===== config.mk =====
export PLATFORM = sky130hd
export DESIGN_NAME = scl_phase_gen
export DESIGN_NICKNAME = d
export VERILOG_FILES = /design/src/rtl/scl_gen_pkg.sv /design/src/rtl/scl_cfg_hold.sv /design/src/rtl/scl_prescaler.sv /design/src/rtl/scl_phase_seq.sv /design/src/rtl/scl_phase_gen.sv
export SDC_FILE = /design/constraint.sdc
export NUM_CORES = 1
export LEC_CHECK = 0
export ABC_AREA = 1
export BUFFER_PORTS_ARGS = -buffer_cell sky130_fd_sc_hd__buf_2
export CAP_MARGIN = 30
export CORE_ASPECT_RATIO = 1.4
export CORE_MARGIN = 10
export CORE_UTILIZATION = 30
export CTS_CLUSTER_DIAMETER = 150
export DETAILED_ROUTE_END_ITERATION = 10
export SLEW_MARGIN = 20
export SYNTH_ARGS = -nofsm -noshare
export SYNTH_HDL_FRONTEND = slang
export SYNTH_SLANG_ARGS = --single-unit

===== constraint.sdc =====
create_clock -name clk -period 2.4 [get_ports clk]
set_clock_uncertainty 0.15 [all_clocks]
set_input_delay 0.24 -clock clk [delete_from_list [all_inputs] [get_ports clk]]
set_output_delay 0.24 -clock clk [all_outputs]
set_load 0.01 [all_outputs]

===== src/rtl/scl_gen_pkg.sv =====
package scl_gen_pkg;
  typedef enum logic {
    PH_LOW  = 1'b0,
    PH_HIGH = 1'b1
  } scl_phase_e;
endpackage


===== src/rtl/scl_cfg_hold.sv =====
// Shadow copy of the timing fields: tracks the word while idle,
// otherwise reloads only at a period boundary.
module scl_cfg_hold #(
  parameter int FW       = 4,
  parameter int WORD_W   = 20,
  parameter int BASE_LSB = 0,
  parameter int LOW_LSB  = 12,
  parameter int HIGH_LSB = 16
) (
  input  logic              clk,
  input  logic              rst,
  input  logic              en,
  input  logic              boundary,
  input  logic [WORD_W-1:0] word,
  output logic [FW-1:0]     base_q,
  output logic [FW-1:0]     low_q,
  output logic [FW-1:0]     high_q
);
  wire unused_word_bits = ^word;

  always_ff @(posedge clk) begin
    if (rst) begin
      base_q <= '0;
      low_q  <= '0;
      high_q <= '0;
    end else if (!en || boundary) begin
      base_q <= word[BASE_LSB +: FW];
      low_q  <= word[LOW_LSB  +: FW];
      high_q <= word[HIGH_LSB +: FW];
    end
  end
endmodule


===== src/rtl/scl_prescaler.sv =====
// Power-of-two divider: tick is high for one cycle every 2^base clocks.
module scl_prescaler #(
  parameter int FW    = 4,
  parameter int PRE_W = (1 << FW) - 1
) (
  input  logic          clk,
  input  logic          rst,
  input  logic          en,
  input  logic [FW-1:0] base,
  output logic          tick
);
  logic [PRE_W-1:0] cnt;
  logic [PRE_W-1:0] lim;

  always_comb lim = ~({PRE_W{1'b1}} << base);
  assign tick = en && (cnt == lim);

  always_ff @(posedge clk) begin
    if (rst || !en || tick) cnt <= '0;
    else                    cnt <= cnt + 1'b1;
  end
endmodule


===== src/rtl/scl_phase_seq.sv =====
// Counts base ticks through the low phase, then the high phase.
module scl_phase_seq
  import scl_gen_pkg::*;
#(
  parameter int FW = 4
) (
  input  logic          clk,
  input  logic          rst,
  input  logic          en,
  input  logic          tick,
  input  logic [FW-1:0] low_cnt,
  input  logic [FW-1:0] high_cnt,
  output logic          boundary,
  output logic          scl_high,
  output logic          base_tick_q,
  output logic          edge_tick_q
);
  scl_phase_e    ph;
  logic [FW-1:0] cnt;
  logic          last;
  logic          step;

  always_comb begin
    last     = (cnt == ((ph == PH_HIGH) ? high_cnt : low_cnt));
    step     = tick && last;
    boundary = step && (ph == PH_HIGH);
  end

  always_ff @(posedge clk) begin
    if (rst || !en) begin
      ph          <= PH_LOW;
      cnt         <= '0;
      base_tick_q <= 1'b0;
      edge_tick_q <= 1'b0;
    end else begin
      base_tick_q <= tick;
      edge_tick_q <= step;
      if (step) begin
        ph  <= (ph == PH_HIGH) ? PH_LOW : PH_HIGH;
        cnt <= '0;
      end else if (tick) begin
        cnt <= cnt + 1'b1;
      end
    end
  end

  assign scl_high = (ph == PH_HIGH);
endmodule


===== src/rtl/scl_phase_gen.sv =====
module scl_phase_gen #(
  parameter int FW       = 4,
  parameter int WORD_W   = 20,
  parameter int BASE_LSB = 0,
  parameter int LOW_LSB  = 12,
  parameter int HIGH_LSB = 16
) (
  input  logic              clk,
  input  logic              rst,
  input  logic              en,
  input  logic [WORD_W-1:0] timing_word,
  output logic              base_tick,
  output logic              edge_tick,
  output logic              scl_high
);
  localparam int PRE_W = (1 << FW) - 1;

  logic [FW-1:0] base_q;
  logic [FW-1:0] low_q;
  logic [FW-1:0] high_q;
  logic          tick;
  logic          boundary;

  scl_cfg_hold #(
    .FW(FW), .WORD_W(WORD_W), .BASE_LSB(BASE_LSB),
    .LOW_LSB(LOW_LSB), .HIGH_LSB(HIGH_LSB)
  ) u_cfg (
    .clk(clk), .rst(rst), .en(en), .boundary(boundary), .word(timing_word),
    .base_q(base_q), .low_q(low_q), .high_q(high_q)
  );

  scl_prescaler #(.FW(FW), .PRE_W(PRE_W)) u_pre (
    .clk(clk), .rst(rst), .en(en), .base(base_q), .tick(tick)
  );

  scl_phase_seq #(.FW(FW)) u_seq (
    .clk(clk), .rst(rst), .en(en), .tick(tick),
    .low_cnt(low_q), .high_cnt(high_q), .boundary(boundary),
    .scl_high(scl_high), .base_tick_q(base_tick), .edge_tick_q(edge_tick)
  );
endmodule


==> results of run 1 <==
==> state kept, by name (all words and copies together) (netlist names) <==
signal and cells:
u_seq.cnt 4, u_seq.edge_tick_q 1, u_seq.base_tick_q 1, u_pre.cnt 15
u_cfg.low_q 4, u_seq.scl_high 1, u_cfg.high_q 4, u_cfg.base_q 4
==> area by class of cell <==
class,instances,area [µm²]
clock buffers,6,82.6
clock inverters,2,12.5
fillers,696,4050
inverters,38,143
multi-input cells,229,1100
flip-flops and latches,34,681
well taps,72,90.1
repair buffers,24,138
==> synthesized netlist by cell type (all sizes together) (5+ instances only) <==
master,n
nand3,28
nor3,7
xor2,5
a21oi,19
nor3b,5
o21ai,11
inv,38
buf,7
nor2,51
nand4,10
nand2,84
dfxtp,34
==> layout by cell type (no fill, tap or decap) <==
master	netlist	final
nand2_1	81	81
nor2_1	49	48
inv_1	37	37
dfxtp_1	34	34
nand3_1	28	28
a21oi_1	19	19
buf_2	2	17
nand4_1	9	9
o21ai_0	7	7
buf_4	2	7
clkbuf_8	0	6
xor2_1	5	5
nor3b_1	5	5
nor3_1	6	5
o21ai_1	4	4
nand2_2	3	3
nor2_2	1	2
xnor2_1	2	2
o211ai_1	2	2
nand3b_1	2	2
nor3_2	1	2
ha_1	2	2
inv_2	1	1
nor2_4	1	1
nand4_4	1	1
nor4_1	1	1
clkinv_2	0	1
clkinvlp_4	0	1
==> routing by layer <==
layer | GRT usage (%) | part of all wire (%) | vias to the layer above
li1 | - | - | 1035
met4 | 4.76 | 2.7 | 0
met3 | 2.74 | 3.6 | 9
met5 | 0 | 0 | -
met2 | 16.9 | 51 | 29
met1 | 9.20 | 43 | 840
==> worst min-delay path by stage <==
| stage | from | end | slack [ps] |
|---|---|---|---|
| floorplan | timing_word[3] | u_cfg.base_q[3] | 220 |
| global placement | u_pre.cnt[0] | u_pre.cnt[0] | 300 |
| detailed placement | u_pre.cnt[0] | u_pre.cnt[0] | 300 |
| CTS | timing_word[15] | u_cfg.low_q[3] | 9 |
| global route | timing_word[15] | u_cfg.low_q[3] | 30 |
| finish | timing_word[16] | u_cfg.high_q[0] | 20 |
==> critical path, cell delays in order, from the launching register on <==
cell and delay (ps):
dfxtp_1 370, nor2_2 270, nand2_1 80, nand2_1 100, nand2_1 50, nor2_1 100, nand3_1 140, nor2_4 170
nand4_4 300, a21oi_1 250, nor2_1 60
==> cell families after synthesis <==
group / after synthesis
AO/OA/AOI/OAI: 32
XOR/XNOR: 7
adder cells (fa/ha/maj): 2
buffers and inverters: 47
flip-flops: 34
AND/OR/NAND/NOR: 188
==> power groups by stage <==
stage               Sequential, µW  Clock, µW  Combinational, µW
global placement               604          0                158
CTS                            591        465                160
floorplan                      602          0                121
finish                         592        452                159
global route                   594        486                183
detailed placement             605          0                159
==> stage by stage <==
step,instances,util (%),setup slack [ps],hold slack [ps]
finish,405,35.7,232,16.6
global route,405,35.7,16.3,32.6
CTS,405,35.6,117,8.73
detailed placement,397,34.0,135,302
global placement,397,34.0,144,296
floorplan,310,-,494,222
==> metrics, run 1 <==
Slew Viols, Final=0; main combinational cell family by area after synthesis=simple AND/OR/NAND/NOR gates; sequential share of the synthesized area=34.6%; xor and xnor area share after synthesis=about 3.1%; final hold vios=0; # nets final=roughly 360; ranking of synthesized cells by area=dfxtp_1, nand2_1, nor2_1, nand3_1, inv_1; Placed Area=0.00214 mm²; die height=116 µm; crit path DAT=~2200 ps; Synth area leader=dfxtp_1; Period minus WS final=~2200 ps; Worst R2R Start=u_cfg.base_q[3]; Switching Power=334 µW; status=finished, final reports clean; Critical Path Source=u_cfg.base_q[3]; Max Clock Freq=0.461 GHz; Synth Area in Compound Gates=8.40%; RR Endpoint=u_cfg.base_q[2]; DRC=0; worst skew pair latency=290 ps; global-route wire length before repair=7550 µm; simple-gate share of the synthesized area=42.7%; antenna cells=0; clock power share=37.6%; root buf cell=clkbuf_8; Post-CTS Resized=0; Leak=0.00101 µW; Total Neg Setup Slack=0 ps; DR WL/cell=11.1 µm; number of H-tree levels=2; Setup crit start kind=flop; r2r setup slk=about 230 ps; Yosys reg bits=34; Hold-fix buffers, CTS=0; max cap viols=0; GRT overflow=0; critical path endpoint category=flop; internal power=approximately 870 µW; initial core utilization=31.2%; worst min path class=input pin to flop; final setup violating endpoints=0; via count=around 1900; largest net degree at the start of global routing=27; Vias per Instance=between 4 and 5; EDFF count, synth=0; I/O pins=26; maximum vdd drop=0.000273 V; Post-CTS Setup Repair Bufs=0; vias in the first global route=1795; post-synthesis area per instance=6.34 µm²; Total Routing Usage GR=under 10%; Port Buf Inserts=17; Yosys cell types=28; kind of critical path=flop to flop; worst hold path stage count=3; CTS buffer count=5; die span in x=88.4 µm; Worst Path Max Fanout=25; die area=just over 0.01 mm²; Routed Antenna Nets=0; syn_nets=about 340; initial antenna violation count=0; final cycle utilization of the critical path=between 90 and 100%; Main synth FF type=dfxtp_1; Post-DP HPWL=3450 µm; P per Cell Area=535 mW/mm²; Seq pwr share=49.2%; Post-Route WL=4480 µm; asr flop ratio synth=0%; share of cells above drive strength 1=12.6%; Sw Share=27.8%; Overall Power=1200 µW; final instance area=0.00225 mm²; adder and majority gate portion of the synthesized area=1.27%; Core Area=0.00630 mm²; critical path endpoint=u_cfg.base_q[2]; # rows=34; worst reg2reg path depth=10; unrepaired setup endpoints after global routing=false; Comb power frac=around an eighth; WP data required=2430 ps; router iterations before antenna repair=5; Gate Count Post-Synth=310; CTS tree=done; GPL Wtd Cong=slightly below 0.9; multiplexer share of the synthesized area=0%; slew margin rel.=between 70% and 80%; initial DRC count=74; deepest clock path buffer count=2; Syn. warnings=0; clk slew on worst S/H paths=70 ps; worst-margin pin slew=415 ps; synthesized area=0.00197 mm²; synthesis-to-finish area growth=14.2%; top cell type's share of synthesized area=between 30 and 40%; clk sinks=34
Note: power is estimated with default switching activity, not from simulation.
==> run 2: changes to the inputs <==
--- a/config.mk
+++ b/config.mk
@@ -16,4 +16,5 @@
 export SLEW_MARGIN = 20
 export SYNTH_ARGS = -nofsm -noshare
 export SYNTH_HDL_FRONTEND = slang
+export SYNTH_HIERARCHICAL = 1
 export SYNTH_SLANG_ARGS = --single-unit
==> metrics, run 2 <==
die height=117 µm (+1.3%); GPL Wtd Cong=0.846 (-4.2%); Hold-fix buffers, CTS=0 (unchanged); synthesis-to-finish area growth=14.7%; commonest non-fill, non-tap cells in the layout=nand2_1, nor2_1, inv_1; worst hold path stage count=3 (unchanged); worst-margin pin slew=366 ps (-48.8 ps); Vias per Instance=4.48 (-5.1%); max cap viols=0 (unchanged); top cells by count, synth=nand2_1, nor2_1, inv_1; Top Usage Layer GRT=met2; Gate Count Post-Synth=323 (+4.2%); fill count=717 (+3.0%); setup slack after layout=196 ps (-35.2 ps); GRT overflow=0 (unchanged); Post-Route WL=4510 µm (+0.65%); # rows=35 (+2.9%); max reg flops=15 (unchanged); number of H-tree levels=2 (unchanged); final setup violating endpoints=0 (unchanged); GRT met2 Usage=15.6% (-1.3 points); status=finished, final reports clean; Yosys reg bits=34 (unchanged); r2r setup slk=200 ps (-40 ps); EDFF count, synth=0 (unchanged); Reg with most FFs=u_pre/cnt; Total Routing Usage GR=9.06% (-0.21 points); syn_nets=348 (+3.9%); Worst Path Max Fanout=12 (-52%); maximum vdd drop=0.000327 V (+20%); kind of critical path=flop to flop; clk sinks=34 (unchanged); cells along the critical path=buf_12 -> nor2_4 -> nand2_1 -> nand2_1 -> nand2_1 -> nor2_1 -> nand2_1 -> nor2_1 -> nand3_2 -> inv_2 -> nand2_1 -> inv_2 -> nand4_1 -> inv_2 -> nor2_4 -> nor2_1 -> nor2_1; pre-CTS setup slack=-88.1 ps (-223 ps); die area=0.0105 mm² (+2.6%); share of cells above drive strength 1=17.8% (+5.2 points); initial antenna violation count=0 (unchanged); initial DRC count=79 (+6.8%); ranking of synthesized cells by area=dfxtp_1, nand2_1, nor2_1, inv_1, nand3_1; Seq pwr share=50.2% (+1.0 points); I/O pins=26 (unchanged); min-delay src=timing_word[1]; antenna cells=0 (unchanged); worst reg2reg path depth=17 (+7); RR Endpoint=u_cfg/base_q[0]; most used cell, CP=nand2_1; Port Buf Inserts=17 (unchanged); post-synthesis area per instance=6.29 µm² (-0.91%); CTS tree=done; Max stage delay on crit path=360 ps (about the same); Overall Power=1190 µW (-0.93%); P per Cell Area=512 mW/mm² (-4.4%); Hold EP=u_cfg/base_q[1]; Crit-path slowest cell=dfxtp_4; Max Clock Freq=0.454 GHz (-1.6%); global-route wire length before repair=7800 µm (+3.4%); Main synth FF type=dfxtp_1; deepest clock path buffer count=2 (unchanged); Slew Viols, Final=0 (unchanged); Routed Antenna Nets=0 (unchanged); internal power=874 µW (+0.66%); Syn. warnings=6 (+6); final hold vios=0 (unchanged); # nets final=372 (+4.2%); synthesized area=0.00203 mm² (+3.2%); DRC=0 (unchanged); Total Neg Setup Slack=0 ps (unchanged); via count=1892 (-1.1%); final cycle utilization of the critical path=91.8% (+1.5 points); slew margin rel.=75.6% (+3.3 points); clk slew on worst S/H paths=70 ps (about the same); Post-DP HPWL=3320 µm (-3.9%); asr flop ratio synth=0% (unchanged); worst skew pair latency=280 ps (about the same); clock power share=37.0% (-0.6 points); crit path DAT=2230 ps (+30 ps); Comb power frac=12.8% (-0.4 points); commonest non-fill, non-tap cell in the layout=nand2_1; sequential share of the synthesized area=33.5% (-1.1 points); CTS buffer count=5 (unchanged); Worst R2R Start=u_cfg/base_q[3]; met3 GRT Util=2.56% (-0.18 points); unrepaired setup endpoints after global routing=false; WP data required=2430 ps (about the same); Sw Share=26.6% (-1.2 points); GR Util met1=9.83% (+0.64 points); critical path endpoint category=flop; Synth area leader=dfxtp_1; Core Area=0.00657 mm² (+4.3%); top cell type's share of synthesized area=33.5% (-1.1 points); die span in x=89.5 µm (+1.2%); Setup crit start kind=flop; vias in the first global route=1835 (+2.2%); DR WL/cell=10.7 µm (-3.4%); Switching Power=317 µW (-5.1%); root buf cell=clkbuf_8; Leak=0.00108 µW (+7.0%); worst min path class=input pin to flop; largest net degree at the start of global routing=16 (-41%); Yosys cell types=23 (-18%); Period minus WS final=2200 ps (+35.2 ps); router iterations before antenna repair=5 (unchanged); initial core utilization=30.9% (-0.33 points); most common cell in the netlist=nand2_1
-- run 2: cell types whose count changed in the layout (fill, tap and decap cells not counted), moves of 6 or more --
cell / previous run / this run
xor2_1: 5 / 15
nand4_1: 9 / 3
inv_2: 1 / 7
nor2_2: 2 / 13
inv_1: 37 / 49
a21oi_1: 19 / 3
-- run 2: area by class of cell --
| class | instances | area [µm²] | area share [%] |
|---|---|---|---|
| Multi-Input combinational cell | 225 | 1090 | 46.6 |
| Sequential cell | 34 | 689 | 29.6 |
| Inverter | 57 | 219 | 9.40 |
| Timing Repair Buffer | 24 | 150 | 6.45 |
| Tap cell | 74 | 92.6 | 3.98 |
| Clock buffer | 7 | 86.3 | 3.71 |
| Clock inverter | 1 | 5.00 | 0.215 |
-- run 2: what timing repair did --
item / 4_1_cts / 5_1_grt
buffers inserted: 0 / 3
endpoints found under the setup margin: 12 / 13
resized for setup: 4 / 9
pin swaps: 0 / 6
-- run 2: worst max-delay path by stage --
stage / from / endpoint / slack (ps)
after floorplan: u_cfg/base_q[3] / u_cfg/base_q[1] / 170
after global placement: u_cfg/base_q[2] / u_cfg/high_q[1] / -80
after detailed placement: u_cfg/base_q[2] / u_cfg/low_q[2] / -90
after CTS: u_cfg/base_q[2] / u_cfg/low_q[2] / 30
after global routing: u_cfg/base_q[3] / u_cfg/base_q[0] / 10
final: u_cfg/base_q[3] / u_cfg/base_q[0] / 200
-- run 2: per-layer routing --
layer	vias up	share of wire [%]
met5	-	0
li1	1016	-
met1	840	43
met4	0	1.3
met3	6	3.1
met2	30	52
-- run 2: logic make-up after synthesis --
kind of cell / count (synthesis) / synth area share, %
flops: 34 / 33.5
simple gates: 200 / 43.4
fa+ha+maj: 2 / 1.23
xor+xnor: 16 / 6.90
compound gates: 7 / 1.72
buf+inv: 64 / 13.2
-- run 2: through the flow --
stage,util (%),instances,area [µm²],hold slack [ps]
finish,35.4,422,2330,26.6
global route,35.4,422,2330,36.1
CTS,34.9,419,2290,18.3
detailed placement,33.4,411,2200,318
global placement,33.4,411,2200,312
floorplan,-,323,2030,225
-- run 2: worst max-delay path, delay by kind of cell, from the launching register on --
kind          cells  cell delay, ps
simple gates     13            1160
flops             1             360
buf+inv           4             410
-- run 2: power groups by stage --
stage	clock network [µW]	logic, µW	registers (µW)
4_1_cts	459	145	599
3_3_place_gp	0	143	611
3_5_place_dp	0	144	611
2_1_floorplan	0	111	603
5_1_grt	478	178	601
6_report	440	153	598
==> run 3: changes to the inputs <==
--- a/config.mk
+++ b/config.mk
@@ -13,6 +13,7 @@
 export CORE_UTILIZATION = 30
 export CTS_CLUSTER_DIAMETER = 150
 export DETAILED_ROUTE_END_ITERATION = 10
+export PLACE_DENSITY_LB_ADDON = 0.25
 export SLEW_MARGIN = 20
 export SYNTH_ARGS = -nofsm -noshare
 export SYNTH_HDL_FRONTEND = slang
==> metrics, run 3 (same netlist as run 2, synthesis figures left out) <==
Placed Area=0.00223 mm² (+1.4%); min-delay src=timing_word[12]; Sw Share=26.8% (+0.17 points); Setup crit start kind=flop; deepest clock path buffer count=2 (unchanged); CTS buffer count=5 (unchanged); max reg flops=15 (unchanged); die area=0.0105 mm² (unchanged); slew margin rel.=74.5% (-1.1 points); Worst Path Max Fanout=12 (unchanged); worst min path class=input pin to flop; DRC=0 (unchanged); Vias per Instance=4.44 (-0.95%); Worst R2R Start=u_cfg/base_q[2]; Total Routing Usage GR=9.58% (+0.52 points); # rows=35 (unchanged); status=finished, final reports clean; commonest non-fill, non-tap cells in the layout=nand2_1, nor2_1, inv_1; number of H-tree levels=2 (unchanged); Seq pwr share=49.8% (-0.4 points); critical path endpoint category=flop; final setup violating endpoints=0 (unchanged); via count=1883 (-0.48%); clock power share=37.1% (about the same); commonest non-fill, non-tap cell in the layout=nand2_1; maximum vdd drop=0.000259 V (-21%); die height=117 µm (unchanged); Period minus WS final=2260 ps (+53.8 ps); Non-Filler Instances=424 (+0.47%); clk sinks=34 (unchanged); Final Util=35.8% (+0.30 points); Port Buf Inserts=17 (unchanged); Reg with most FFs=u_pre/cnt; max cap viols=0 (unchanged); Post-DP HPWL=3530 µm (+6.5%); share of cells above drive strength 1=18.0% (+0.18 points); initial DRC count=48 (-39%); Placed Instances=415 (+0.97%); Switching Power=321 µW (+1.2%); router iterations before antenna repair=4 (-1); die span in x=89.5 µm (unchanged); GRT overflow=0 (unchanged); GPL Wtd Cong=0.823 (-2.7%); synthesis-to-finish area growth=15.6%; P per Cell Area=510 mW/mm² (-0.32%); final instance area=0.00235 mm² (+0.86%); vias in the first global route=1913 (+4.3%); Critical Path Source=u_cfg/base_q[2]; Slew Viols, Final=0 (unchanged); CTS tree=done; setup slack after layout=143 ps (-53.8 ps); Core Area=0.00657 mm² (unchanged); Post-Route WL=4650 µm (+3.2%); Comb power frac=13.0% (+0.2 points); pre-CTS setup slack=-95.0 ps (-6.90 ps); Leak=0.00109 µW (+1.2%); antenna cells=0 (unchanged); fill count=722 (+0.70%); root buf cell=clkbuf_8; unrepaired setup endpoints after global routing=false; initial antenna violation count=0 (unchanged); WP data required=2440 ps (about the same); DR WL/cell=11.0 µm (+2.7%); I/O pins=26 (unchanged); kind of critical path=flop to flop; initial core utilization=30.9% (unchanged); Max Clock Freq=0.443 GHz (-2.4%); global-route wire length before repair=8180 µm (+4.8%); worst skew pair latency=290 ps (about the same); largest net degree at the start of global routing=16 (unchanged); final cycle utilization of the critical path=94.1% (+2.2 points); clk slew on worst S/H paths=70 ps (about the same); worst-margin pin slew=383 ps (+16.7 ps); internal power=876 µW (+0.30%); crit path DAT=2300 ps (+70 ps); Routed Antenna Nets=0 (unchanged); Hold-fix buffers, CTS=0 (unchanged); final hold vios=0 (unchanged); # nets final=374 (+0.54%)
-- run 3: changes by cell type in the layout (fill, tap and decap cells not counted), sizes merged --
| cell | delta |
|---|---|
| buf | +2 |
-- run 3: worst paths after layout --
| kind | to | cells past startpoint | slack [ps] |
|---|---|---|---|
| hold / removal | u_cfg/low_q[0] | 3 | 20 |
| setup reg to reg | u_cfg/high_q[2] | 17 | 140 |
| setup / recovery | u_cfg/high_q[2] | 17 | 140 |
| hold reg to reg | u_pre/cnt[0] | 1 | 330 |
-- run 3: stage by stage --
stage / hold slack (ps) / power, µW / TNS [ps]
finish: 18.6 / 1200 / 0
global route: 30.5 / 1270 / 0
CTS: 9.41 / 1220 / 0
detailed placement: 317 / 764 / -971
global placement: 311 / 763 / -804
floorplan: 225 / 715 / 0
-- run 3: worst max-delay path, cell delays in order, from the launching register on --
cell     delay, ps
dfxtp_2        380
buf_4          140
nand2_1        100
nand2_1         60
nand2_1         60
nand2_1         50
nor2_1         170
nand2_1         90
nor2_2         120
nand3_2        120
inv_2           70
nand2_1         60
inv_2           50
nand4_1        120
inv_2          150
nor2_4          90
nor2_1         130
nor2_2          50
-- run 3: layer usage --
metal	vias to the layer above	global-route usage, %	share of wire [%]
met5	-	0	0
met3	6	2.42	3.2
met2	28	17.2	52
met1	829	10.3	44
li1	1020	-	-
met4	0	2.99	1.3
-- run 3: final cells by class --
cell class	instances	area [µm²]	share of cell area, %
multi-input combinational	225	1090	46.5
sequential	34	686	29.2
inverter	57	219	9.32
timing repair buffer	26	169	7.19
tap	74	92.6	3.94
clock buffer	7	86.3	3.68
clock inverter	1	5.00	0.213
-- run 3: power groups by stage --
stage	Combinational (µW)	Sequential (µW)	Clock [µW]
final	156	597	445
after detailed placement	153	610	0
after global placement	152	610	0
after CTS	155	598	470
after floorplan	111	603	0
after global routing	180	600	488
-- run 3: timing repair --
action | CTS | global route
setup endpoints to repair | 12 | 13
endpoints found under the hold margin | 0 | 0
gates cloned | 0 | 0
resized for setup | 4 | 9
pin swaps | 0 | 2
setup buffers | 0 | 1
